[src/rtl/orq_pkg.sv]
package orq_pkg;

  typedef enum logic [1:0] {
    ST_READY   = 2'd0,
    ST_ALIASED = 2'd1,
    ST_FULL    = 2'd2
  } orq_status_e;

  typedef enum logic [3:0] {
    K_LOAD    = 4'd0,
    K_IFETCH  = 4'd1,
    K_STORE   = 4'd2,
    K_RMW_RD  = 4'd3,
    K_RMW_WR  = 4'd4,
    K_LINK_LD = 4'd5,
    K_COND_ST = 4'd6,
    K_LOCK_RD = 4'd7,
    K_LOCK_WR = 4'd8,
    K_FLUSH   = 4'd9
  } orq_kind_e;

  // Index of each hazard counter in the counter bank.
  localparam int HZ_ST_LD = 0;
  localparam int HZ_ST_ST = 1;
  localparam int HZ_LD_LD = 2;
  localparam int HZ_LD_ST = 3;
  localparam int HZ_NUM   = 4;

  function automatic logic kind_is_read(input logic [3:0] kind);
    return (kind == K_LOAD) || (kind == K_IFETCH);
  endfunction

endpackage

[src/rtl/orq_line_table.sv]
module orq_line_table #(
  parameter int ENTRIES   = 4,
  parameter int LINE_W    = 16,
  parameter int CYC_W     = 16,
  parameter int AGE_LIMIT = 40,
  localparam int IDX_W    = (ENTRIES > 1) ? $clog2(ENTRIES) : 1,
  localparam int OCC_W    = $clog2(ENTRIES + 1)
) (
  input  logic              clk,
  input  logic              rst_n,
  input  logic [CYC_W-1:0]  now_i,
  input  logic [LINE_W-1:0] probe_line_i,
  output logic              probe_hit_o,
  output logic              full_o,
  output logic [OCC_W-1:0]  occ_o,
  input  logic              ins_en_i,
  input  logic [LINE_W-1:0] ins_line_i,
  input  logic              ret_en_i,
  input  logic [LINE_W-1:0] ret_line_i,
  output logic              ret_hit_o,
  output logic [CYC_W-1:0]  ret_lat_o,
  output logic              stale_o
);

  localparam logic [CYC_W-1:0] LIMIT_C = CYC_W'(AGE_LIMIT);

  logic [ENTRIES-1:0] vld_q, vld_d;
  logic [ENTRIES-1:0] probe_match, ret_match, old_vec;
  logic [LINE_W-1:0]  line_q  [ENTRIES];
  logic [CYC_W-1:0]   issue_q [ENTRIES];
  logic [CYC_W-1:0]   age     [ENTRIES];
  logic [IDX_W-1:0]   free_idx;
  logic               free_found;

  // Per-entry comparators: fully associative lookup.
  for (genvar g = 0; g < ENTRIES; g++) begin : g_ent
    assign age[g]         = now_i - issue_q[g];
    assign probe_match[g] = vld_q[g] && (line_q[g] == probe_line_i);
    assign ret_match[g]   = vld_q[g] && (line_q[g] == ret_line_i);
    assign old_vec[g]     = vld_q[g] && (age[g] >= LIMIT_C);
  end

  // Lowest free slot.
  always_comb begin
    free_found = 1'b0;
    free_idx   = '0;
    for (int i = ENTRIES - 1; i >= 0; i--) begin
      if (!vld_q[i]) begin
        free_found = 1'b1;
        free_idx   = IDX_W'(i);
      end
    end
  end

  always_comb begin
    occ_o     = '0;
    ret_lat_o = '0;
    for (int i = 0; i < ENTRIES; i++) begin
      occ_o = occ_o + OCC_W'(vld_q[i]);
      if (ret_match[i]) ret_lat_o = ret_lat_o | age[i];
    end
  end

  assign probe_hit_o = |probe_match;
  assign ret_hit_o   = |ret_match;
  assign full_o      = ~free_found;
  assign stale_o     = |old_vec;

  // Next state of the valid bits.
  always_comb begin
    vld_d = vld_q;
    for (int i = 0; i < ENTRIES; i++) begin
      if (ret_en_i && ret_match[i]) vld_d[i] = 1'b0;
      if (ins_en_i && free_found && (free_idx == IDX_W'(i))) vld_d[i] = 1'b1;
    end
  end

  always_ff @(posedge clk or negedge rst_n) begin
    if (!rst_n) vld_q <= '0;
    else        vld_q <= vld_d;
  end

  // Payload registers, written only on insertion (clock enable).
  always_ff @(posedge clk) begin
    for (int i = 0; i < ENTRIES; i++) begin
      if (ins_en_i && free_found && (free_idx == IDX_W'(i))) begin
        line_q[i]  <= ins_line_i;
        issue_q[i] <= now_i;
      end
    end
  end

  AST_UNIQUE_LINE: assert property (@(posedge clk) disable iff (!rst_n)
    $onehot0(probe_match)) else $error("line held twice");
  AST_INS_ROOM: assert property (@(posedge clk) disable iff (!rst_n)
    ins_en_i |-> !full_o) else $error("insert into full table");

endmodule

[src/rtl/orq_watchdog.sv]
module orq_watchdog #(
  parameter int AGE_LIMIT = 40,
  localparam int TMR_W    = $clog2(AGE_LIMIT + 1)
) (
  input  logic clk,
  input  logic rst_n,
  input  logic insert_i,
  input  logic busy_i,
  input  logic stale_i,
  output logic deadlock_o
);

  localparam logic [TMR_W-1:0] RELOAD = TMR_W'(AGE_LIMIT - 1);

  logic             armed_q, armed_d;
  logic [TMR_W-1:0] tmr_q, tmr_d;
  logic             dl_q, dl_d;
  logic             check;

  assign check = armed_q && (tmr_q == '0);

  always_comb begin
    armed_d = armed_q;
    tmr_d   = tmr_q;
    dl_d    = dl_q;
    if (check) begin
      dl_d = dl_q | stale_i;
      if (busy_i || insert_i) begin
        armed_d = 1'b1;
        tmr_d   = RELOAD;
      end else begin
        armed_d = 1'b0;
      end
    end else if (armed_q) begin
      tmr_d = tmr_q - 1'b1;
    end else if (insert_i) begin
      armed_d = 1'b1;
      tmr_d   = RELOAD;
    end
  end

  always_ff @(posedge clk or negedge rst_n) begin
    if (!rst_n) begin
      armed_q <= 1'b0;
      tmr_q   <= '0;
      dl_q    <= 1'b0;
    end else begin
      armed_q <= armed_d;
      tmr_q   <= tmr_d;
      dl_q    <= dl_d;
    end
  end

  assign deadlock_o = dl_q;

  AST_DEADLOCK_STICKY: assert property (@(posedge clk) disable iff (!rst_n)
    dl_q |=> dl_q) else $error("deadlock flag dropped");
  AST_FLAG_ONLY_AT_CHECK: assert property (@(posedge clk) disable iff (!rst_n)
    $rose(dl_q) |-> $past(check)) else $error("flag outside check");

endmodule

[src/rtl/orq_sat_ctr.sv]
module orq_sat_ctr #(
  parameter int W = 16
) (
  input  logic         clk,
  input  logic         rst_n,
  input  logic         inc_i,
  output logic [W-1:0] cnt_o
);

  logic [W-1:0] cnt_q, cnt_d;

  always_comb begin
    cnt_d = cnt_q;
    if (inc_i && (cnt_q != '1)) cnt_d = cnt_q + 1'b1;
  end

  always_ff @(posedge clk or negedge rst_n) begin
    if (!rst_n) cnt_q <= '0;
    else        cnt_q <= cnt_d;
  end

  assign cnt_o = cnt_q;

endmodule

[src/rtl/orq_tracker.sv]
module orq_tracker
  import orq_pkg::*;
#(
  parameter int LINE_W     = 16,
  parameter int RD_ENTRIES = 4,
  parameter int WR_ENTRIES = 4,
  parameter int MAX_OUT    = 6,
  parameter int AGE_LIMIT  = 40,
  parameter int CYC_W      = 16,
  parameter int HZ_W       = 16,
  localparam int CNT_W     = $clog2(RD_ENTRIES + WR_ENTRIES + 1)
) (
  input  logic              clk,
  input  logic              rst_n,
  input  logic              req_valid_i,
  input  logic [3:0]        req_kind_i,
  input  logic [LINE_W-1:0] req_line_i,
  output logic [1:0]        req_status_o,
  input  logic              rd_done_i,
  input  logic [LINE_W-1:0] rd_done_line_i,
  input  logic              wr_done_i,
  input  logic [LINE_W-1:0] wr_done_line_i,
  output logic              rd_lat_valid_o,
  output logic [CYC_W-1:0]  rd_lat_o,
  output logic              wr_lat_valid_o,
  output logic [CYC_W-1:0]  wr_lat_o,
  output logic [CNT_W-1:0]  outstanding_o,
  output logic [HZ_W-1:0]   hz_st_ld_o,
  output logic [HZ_W-1:0]   hz_st_st_o,
  output logic [HZ_W-1:0]   hz_ld_ld_o,
  output logic [HZ_W-1:0]   hz_ld_st_o,
  output logic              prot_err_o,
  output logic              deadlock_o
);

  localparam int RD_OCC_W = $clog2(RD_ENTRIES + 1);
  localparam int WR_OCC_W = $clog2(WR_ENTRIES + 1);
  localparam logic [CNT_W-1:0] MAX_C = CNT_W'(MAX_OUT);

  orq_status_e         status;
  logic                is_rd;
  logic                rd_hit, wr_hit, rd_full, wr_full, tbl_full, at_cap;
  logic                accept, aliased;
  logic                rd_ins, wr_ins;
  logic                rd_ret_hit, wr_ret_hit, rd_ret, wr_ret;
  logic                rd_stale, wr_stale;
  logic [RD_OCC_W-1:0] rd_occ;
  logic [WR_OCC_W-1:0] wr_occ;
  logic [CNT_W-1:0]    cnt_q, cnt_d;
  logic [CYC_W-1:0]    now_q, now_d;
  logic                perr_q, perr_d;
  logic [HZ_NUM-1:0]   hz_inc;
  logic [HZ_W-1:0]     hz_cnt [HZ_NUM];

  // ---------------- admission decision ----------------
  assign is_rd    = kind_is_read(req_kind_i);
  assign at_cap   = (cnt_q >= MAX_C);
  assign tbl_full = is_rd ? rd_full : wr_full;

  always_comb begin
    status = ST_READY;
    if (req_valid_i) begin
      if (at_cap || tbl_full)    status = ST_FULL;
      else if (rd_hit || wr_hit) status = ST_ALIASED;
    end
  end

  assign req_status_o = status;
  assign accept  = req_valid_i && (status == ST_READY);
  assign aliased = req_valid_i && (status == ST_ALIASED);
  assign rd_ins  = accept && is_rd;
  assign wr_ins  = accept && !is_rd;

  // Hazard classification: a write-class request checks the read table first.
  always_comb begin
    hz_inc = '0;
    if (aliased) begin
      if (!is_rd) begin
        if (rd_hit) hz_inc[HZ_ST_LD] = 1'b1;
        else        hz_inc[HZ_ST_ST] = 1'b1;
      end else begin
        if (wr_hit) hz_inc[HZ_LD_ST] = 1'b1;
        else        hz_inc[HZ_LD_LD] = 1'b1;
      end
    end
  end

  // ---------------- tables ----------------
  orq_line_table #(
    .ENTRIES(RD_ENTRIES), .LINE_W(LINE_W), .CYC_W(CYC_W), .AGE_LIMIT(AGE_LIMIT)
  ) rd_tbl_i (
    .clk(clk), .rst_n(rst_n), .now_i(now_q),
    .probe_line_i(req_line_i), .probe_hit_o(rd_hit), .full_o(rd_full), .occ_o(rd_occ),
    .ins_en_i(rd_ins), .ins_line_i(req_line_i),
    .ret_en_i(rd_done_i), .ret_line_i(rd_done_line_i),
    .ret_hit_o(rd_ret_hit), .ret_lat_o(rd_lat_o), .stale_o(rd_stale)
  );

  orq_line_table #(
    .ENTRIES(WR_ENTRIES), .LINE_W(LINE_W), .CYC_W(CYC_W), .AGE_LIMIT(AGE_LIMIT)
  ) wr_tbl_i (
    .clk(clk), .rst_n(rst_n), .now_i(now_q),
    .probe_line_i(req_line_i), .probe_hit_o(wr_hit), .full_o(wr_full), .occ_o(wr_occ),
    .ins_en_i(wr_ins), .ins_line_i(req_line_i),
    .ret_en_i(wr_done_i), .ret_line_i(wr_done_line_i),
    .ret_hit_o(wr_ret_hit), .ret_lat_o(wr_lat_o), .stale_o(wr_stale)
  );

  assign rd_ret         = rd_done_i && rd_ret_hit;
  assign wr_ret         = wr_done_i && wr_ret_hit;
  assign rd_lat_valid_o = rd_ret;
  assign wr_lat_valid_o = wr_ret;

  // ---------------- count, time base, error flag ----------------
  always_comb begin
    cnt_d  = cnt_q + CNT_W'(accept) - CNT_W'(rd_ret) - CNT_W'(wr_ret);
    now_d  = now_q + 1'b1;
    perr_d = perr_q | (rd_done_i && !rd_ret_hit) | (wr_done_i && !wr_ret_hit);
  end

  always_ff @(posedge clk or negedge rst_n) begin
    if (!rst_n) begin
      cnt_q  <= '0;
      now_q  <= '0;
      perr_q <= 1'b0;
    end else begin
      cnt_q  <= cnt_d;
      now_q  <= now_d;
      perr_q <= perr_d;
    end
  end

  assign outstanding_o = cnt_q;
  assign prot_err_o    = perr_q;

  // ---------------- watchdog and counters ----------------
  orq_watchdog #(.AGE_LIMIT(AGE_LIMIT)) wdog_i (
    .clk(clk), .rst_n(rst_n), .insert_i(accept), .busy_i(cnt_q != '0),
    .stale_i(rd_stale | wr_stale), .deadlock_o(deadlock_o)
  );

  for (genvar h = 0; h < HZ_NUM; h++) begin : g_hz
    orq_sat_ctr #(.W(HZ_W)) ctr_i (
      .clk(clk), .rst_n(rst_n), .inc_i(hz_inc[h]), .cnt_o(hz_cnt[h])
    );
  end

  assign hz_st_ld_o = hz_cnt[HZ_ST_LD];
  assign hz_st_st_o = hz_cnt[HZ_ST_ST];
  assign hz_ld_ld_o = hz_cnt[HZ_LD_LD];
  assign hz_ld_st_o = hz_cnt[HZ_LD_ST];

  // ---------------- assertions ----------------
  AST_NO_OVERFLOW: assert property (@(posedge clk) disable iff (!rst_n)
    cnt_q <= MAX_C) else $error("count above limit");
  AST_COUNT_SUM: assert property (@(posedge clk) disable iff (!rst_n)
    cnt_q == (CNT_W'(rd_occ) + CNT_W'(wr_occ))) else $error("count mismatch");
  AST_REFUSE_NO_GROWTH: assert property (@(posedge clk) disable iff (!rst_n)
    (req_valid_i && (status != ST_READY)) |=> (cnt_q <= $past(cnt_q)))
    else $error("refused request grew count");
  AST_NO_DUAL_HOME: assert property (@(posedge clk) disable iff (!rst_n)
    !(rd_hit && wr_hit)) else $error("line in both tables");
  AST_PERR_STICKY: assert property (@(posedge clk) disable iff (!rst_n)
    perr_q |=> perr_q) else $error("protocol error dropped");
  AST_HZ_ONEHOT: assert property (@(posedge clk) disable iff (!rst_n)
    $onehot0(hz_inc)) else $error("two hazard counters bumped");

endmodule

[config.mk]
export PLATFORM = sky130hd
export DESIGN_NAME = orq_tracker
export DESIGN_NICKNAME = d
export VERILOG_FILES = /design/src/rtl/orq_pkg.sv /design/src/rtl/orq_line_table.sv /design/src/rtl/orq_watchdog.sv /design/src/rtl/orq_sat_ctr.sv /design/src/rtl/orq_tracker.sv
export SDC_FILE = /design/constraint.sdc
export NUM_CORES = 1
export LEC_CHECK = 0
export BUFFER_PORTS_ARGS = -buffer_cell sky130_fd_sc_hd__buf_4
export CAP_MARGIN = 20
export CORE_ASPECT_RATIO = 1.75
export CORE_MARGIN = 8
export CORE_UTILIZATION = 65
export CTS_CLUSTER_DIAMETER = 200
export DETAILED_ROUTE_END_ITERATION = 8
export PLACE_DENSITY = 0.85
export SYNTH_ARGS = -nofsm -noshare
export SYNTH_HDL_FRONTEND = slang
export SYNTH_SLANG_ARGS = --single-unit
[constraint.sdc]
create_clock -name clk -period 10.8 [get_ports clk]
set_input_delay 3.24 -clock clk [delete_from_list [all_inputs] [get_ports clk]]
set_output_delay 3.24 -clock clk [all_outputs]
set_load 0.02 [all_outputs]
==> metrics.yaml <==
grt_max_degree: 64
ys_warn_count: 0
vdd_drop_max_uv: 125
reg2regPathDepth: 14
layout.cells.non_filler: 2791
rows: 90
clkTransAtPathRegs_ns: 0.06
cp_data_arrival_time_ns: 5.67
postRouteAntennaNets: 0
first_iter_violations: 1212
syn_nets: 2322
port_buffers: 161
cts_tree: "done"
power.density_cell_area_mw_per_mm2: 108
status: "complete, but fails checks"
drt_first_pass_iters: 7
dpl.hpwl_um: 45200
ys_seq_area_share_pct: 45.4
min_period_ns: 8.91
synth.area.top_cells: "edfxtp_1, dfrtp_1, xnor2_1"
cp_num_buf_inv: 2
critPathMaxStageDelay_ns: 0.78
pwr-share-comb_pct: 4.1
antenna_found_initial: 0
wl_met2_um: 30700
synth.avg_cell_area_um2: 10.6
yosysTopAreaCell: "edfxtp_1"
drv_cap: 0
wl_met3_um: 3340
grt_overflow: 0
setup_viol: 0
rsz0062_at_grt: "false"
slowest_stage: "or4_1"
drive_above_1_share_pct: 12.3
netlist_top_cells_count: "xnor2_1, edfxtp_1, inv_1, xor2_1, ha_1"
synth_seq_cells: 357
cts.path.max_buffers: 3
max_slew_margin_pct: 21.7
met1Wirelength_um: 21700
grt_pass1_vias: 18000
pwr-share-seq_pct: 53.2
grt_usage_pct: 29.1
crit_path_max_fanout: 9
dp_cells: 2732
maxSlewViolCount: 0
io_pins: 163
clkSinkCount: 357
die_area_mm2: 0.0411
syn_area_mm2: 0.0225
grt_pass1_wl_um: 93500
fmax_mhz: 112
path_common_cell: "buf_4"
crit_chain: "buf_4 > xor2_1 > nor4_1 > nand2_1 > or4_1 > nor3_1 > a41o_1 > a221o_1 > buf_4"
post-place-ws_ns: 1.96
post-route-util_pct: 74.0
switchingPower_mw: 0.592
syn_to_final_growth_pct: 12.9
die_y_um: 262
yosysTopAreaCellShare_pct: 34.2
cts_made_buffers: 34
tns_ns: 0
coreArea_mm2: 0.0343
clock_latency_ns: 0.54
cp.required_ns: 7.56
cp_top_family: "simple AND/OR/NAND/NOR gates"
synthCells: 2124
crit_path_start_kind: "input pin"
start_util_pct: 65.5
post_cts_resized: 0
violations: "DRC"
internal-power_mw: 2.15
nets: 2506
hp-class: "reg2reg"
root_buffer: "clkbuf_16"
wl_per_cell_um: 21.5
pwr-share-clk_pct: 42.7
htree_levels: 2
p_sw_share_pct: 21.6
synthArstFlopShare_pct: 28.3
synth_ff_type: "edfxtp_1"
highest_layer: "met4"
vias_per_cell: 6.27
via_count: 17500
finalClockSkew_ns: 0.0155
worst-path-stages: 9
p_leak_nw: 10.3
synth_cell_types: 84
tightest_slew_ns: 1.16
synth_edf_count: 256
insertedDiodeCount: 0
n_fill_cell: 2396
endpoint_kind: "primary output"
wirelength_um: 60100
min_period_over_period_pct: 82.5
final.setup.worst_slack_ns: 1.89
drcViolationCount: 1
gp_congestion: 0.997
die_x_um: 157
critPathKind: "in2out"
synth_most_common_cell: "xnor2_1"
finalHoldViolations: 0
worst_hold_slack_ns: 0.489
hold_buffers: 0
post_cts_buffers: 0
min_path_cells: 1
-- power by group through the flow --
stage          sequential, mW  combinational (mW)  clock, mW
2_1_floorplan            1.49              0.0571          0
3_3_place_gp             1.49               0.109          0
3_5_place_dp             1.49               0.111          0
4_1_cts                  1.46               0.112       1.19
5_1_grt                  1.46               0.119       1.23
6_report                 1.46               0.113       1.17
-- routing by layer --
metal,up-vias,GRT usage (%)
met2,722,52.0
met3,259,4.03
met5,-,0
met4,0,20.3
met1,8452,31.2
li1,8075,-
-- metrics by stage --
stage	area [um2]	total power, mW
after floorplan	22500	1.55
after CTS	25400	2.76
after global routing	25400	2.81
after global placement	24300	1.60
final	25400	2.75
after detailed placement	24300	1.60
-- layout by cell type, fill, tap and decap left out, drive strengths merged, types with 11 or more instances in the layout --
master	Yosys	final
xnor2	269	269
edfxtp	256	256
buf	18	190
inv	161	162
xor2	157	157
ha	131	131
nand2	126	126
nor2	120	120
dfrtp	101	101
a21oi	86	86
nand3	65	65
o21ai	55	55
nor3	55	55
nand4	53	53
nor4	49	49
clkbuf	24	48
a21o	39	39
and3	30	30
nand2b	25	25
o21a	22	22
a211oi	19	19
nor2b	19	19
a31oi	15	15
or2	14	14
a221o	12	12
a22oi	11	11
o221ai	11	11
-- flip-flops by register name (all words and copies together), names as in the netlist --
signal and count:
rd_tbl_i.line_q 64, rd_tbl_i.vld_q 4, rd_tbl_i.issue_q 64, wr_tbl_i.vld_q 4
g_hz.ctr_i.cnt_o 64, wdog_i.deadlock_o 1, now_q 16, prot_err_o 1
wdog_i.armed_q 1, wr_tbl_i.line_q 64, wr_tbl_i.issue_q 64, outstanding_o 4
wdog_i.tmr_q 6
-- path summary, 6_finish.rpt --
kind	startpoint	endpoint	slack, ns
hold reg to reg	g_hz[0].ctr_i.cnt_o[11]$_DFFE_PN0P_	g_hz[0].ctr_i.cnt_o[11]$_DFFE_PN0P_	0.49
min in group asynchronous	rst_n	g_hz[1].ctr_i.cnt_o[11]$_DFFE_PN0P_	2.67
setup / recovery	rd_done_line_i[2]	rd_lat_o[10]	1.89
hold / removal	g_hz[0].ctr_i.cnt_o[11]$_DFFE_PN0P_	g_hz[0].ctr_i.cnt_o[11]$_DFFE_PN0P_	0.49
max in group asynchronous	rst_n	now_q[9]$_DFF_PN0_	6.87
setup reg to reg	now_q[0]$_DFF_PN0_	wdog_i.deadlock_o$_DFFE_PN0P_	6.08
-- cell families (layout without fill, tap and decap cells) --
family	Yosys count	count (layout)	synth area share [%]
mux	5	5	0.245
fa+ha+maj	141	141	8.17
simple gates	609	609	14.0
buf+inv	204	411	3.76
flops	357	357	45.4
xor+xnor	426	426	16.6
compound gates	382	382	11.8
-- worst reg2reg max path, cell delays in order, from the launching register on --
cell	delay (ns)
dfrtp_1	0.53
inv_1	0.38
ha_1	0.26
inv_1	0.06
fa_1	0.40
a21oi_1	0.33
o221ai_1	0.24
and3_1	0.22
o211a_1	0.28
a311oi_1	0.21
nand4b_1	0.16
o41ai_1	0.70
o21ai_0	0.27
and4b_1	0.37
a41oi_1	0.13
-- cell type report --
class	count	area [um2]	share of cell area, %
clock buffer	48	997	3.93
inverter	162	608	2.39
multi-input combinational	1563	11500	45.3
clock inverter	11	80.1	0.315
sequential	357	10200	40.2
tap	460	576	2.27
timing repair buffer	190	1430	5.61
(Power assumes the default switching activity.)
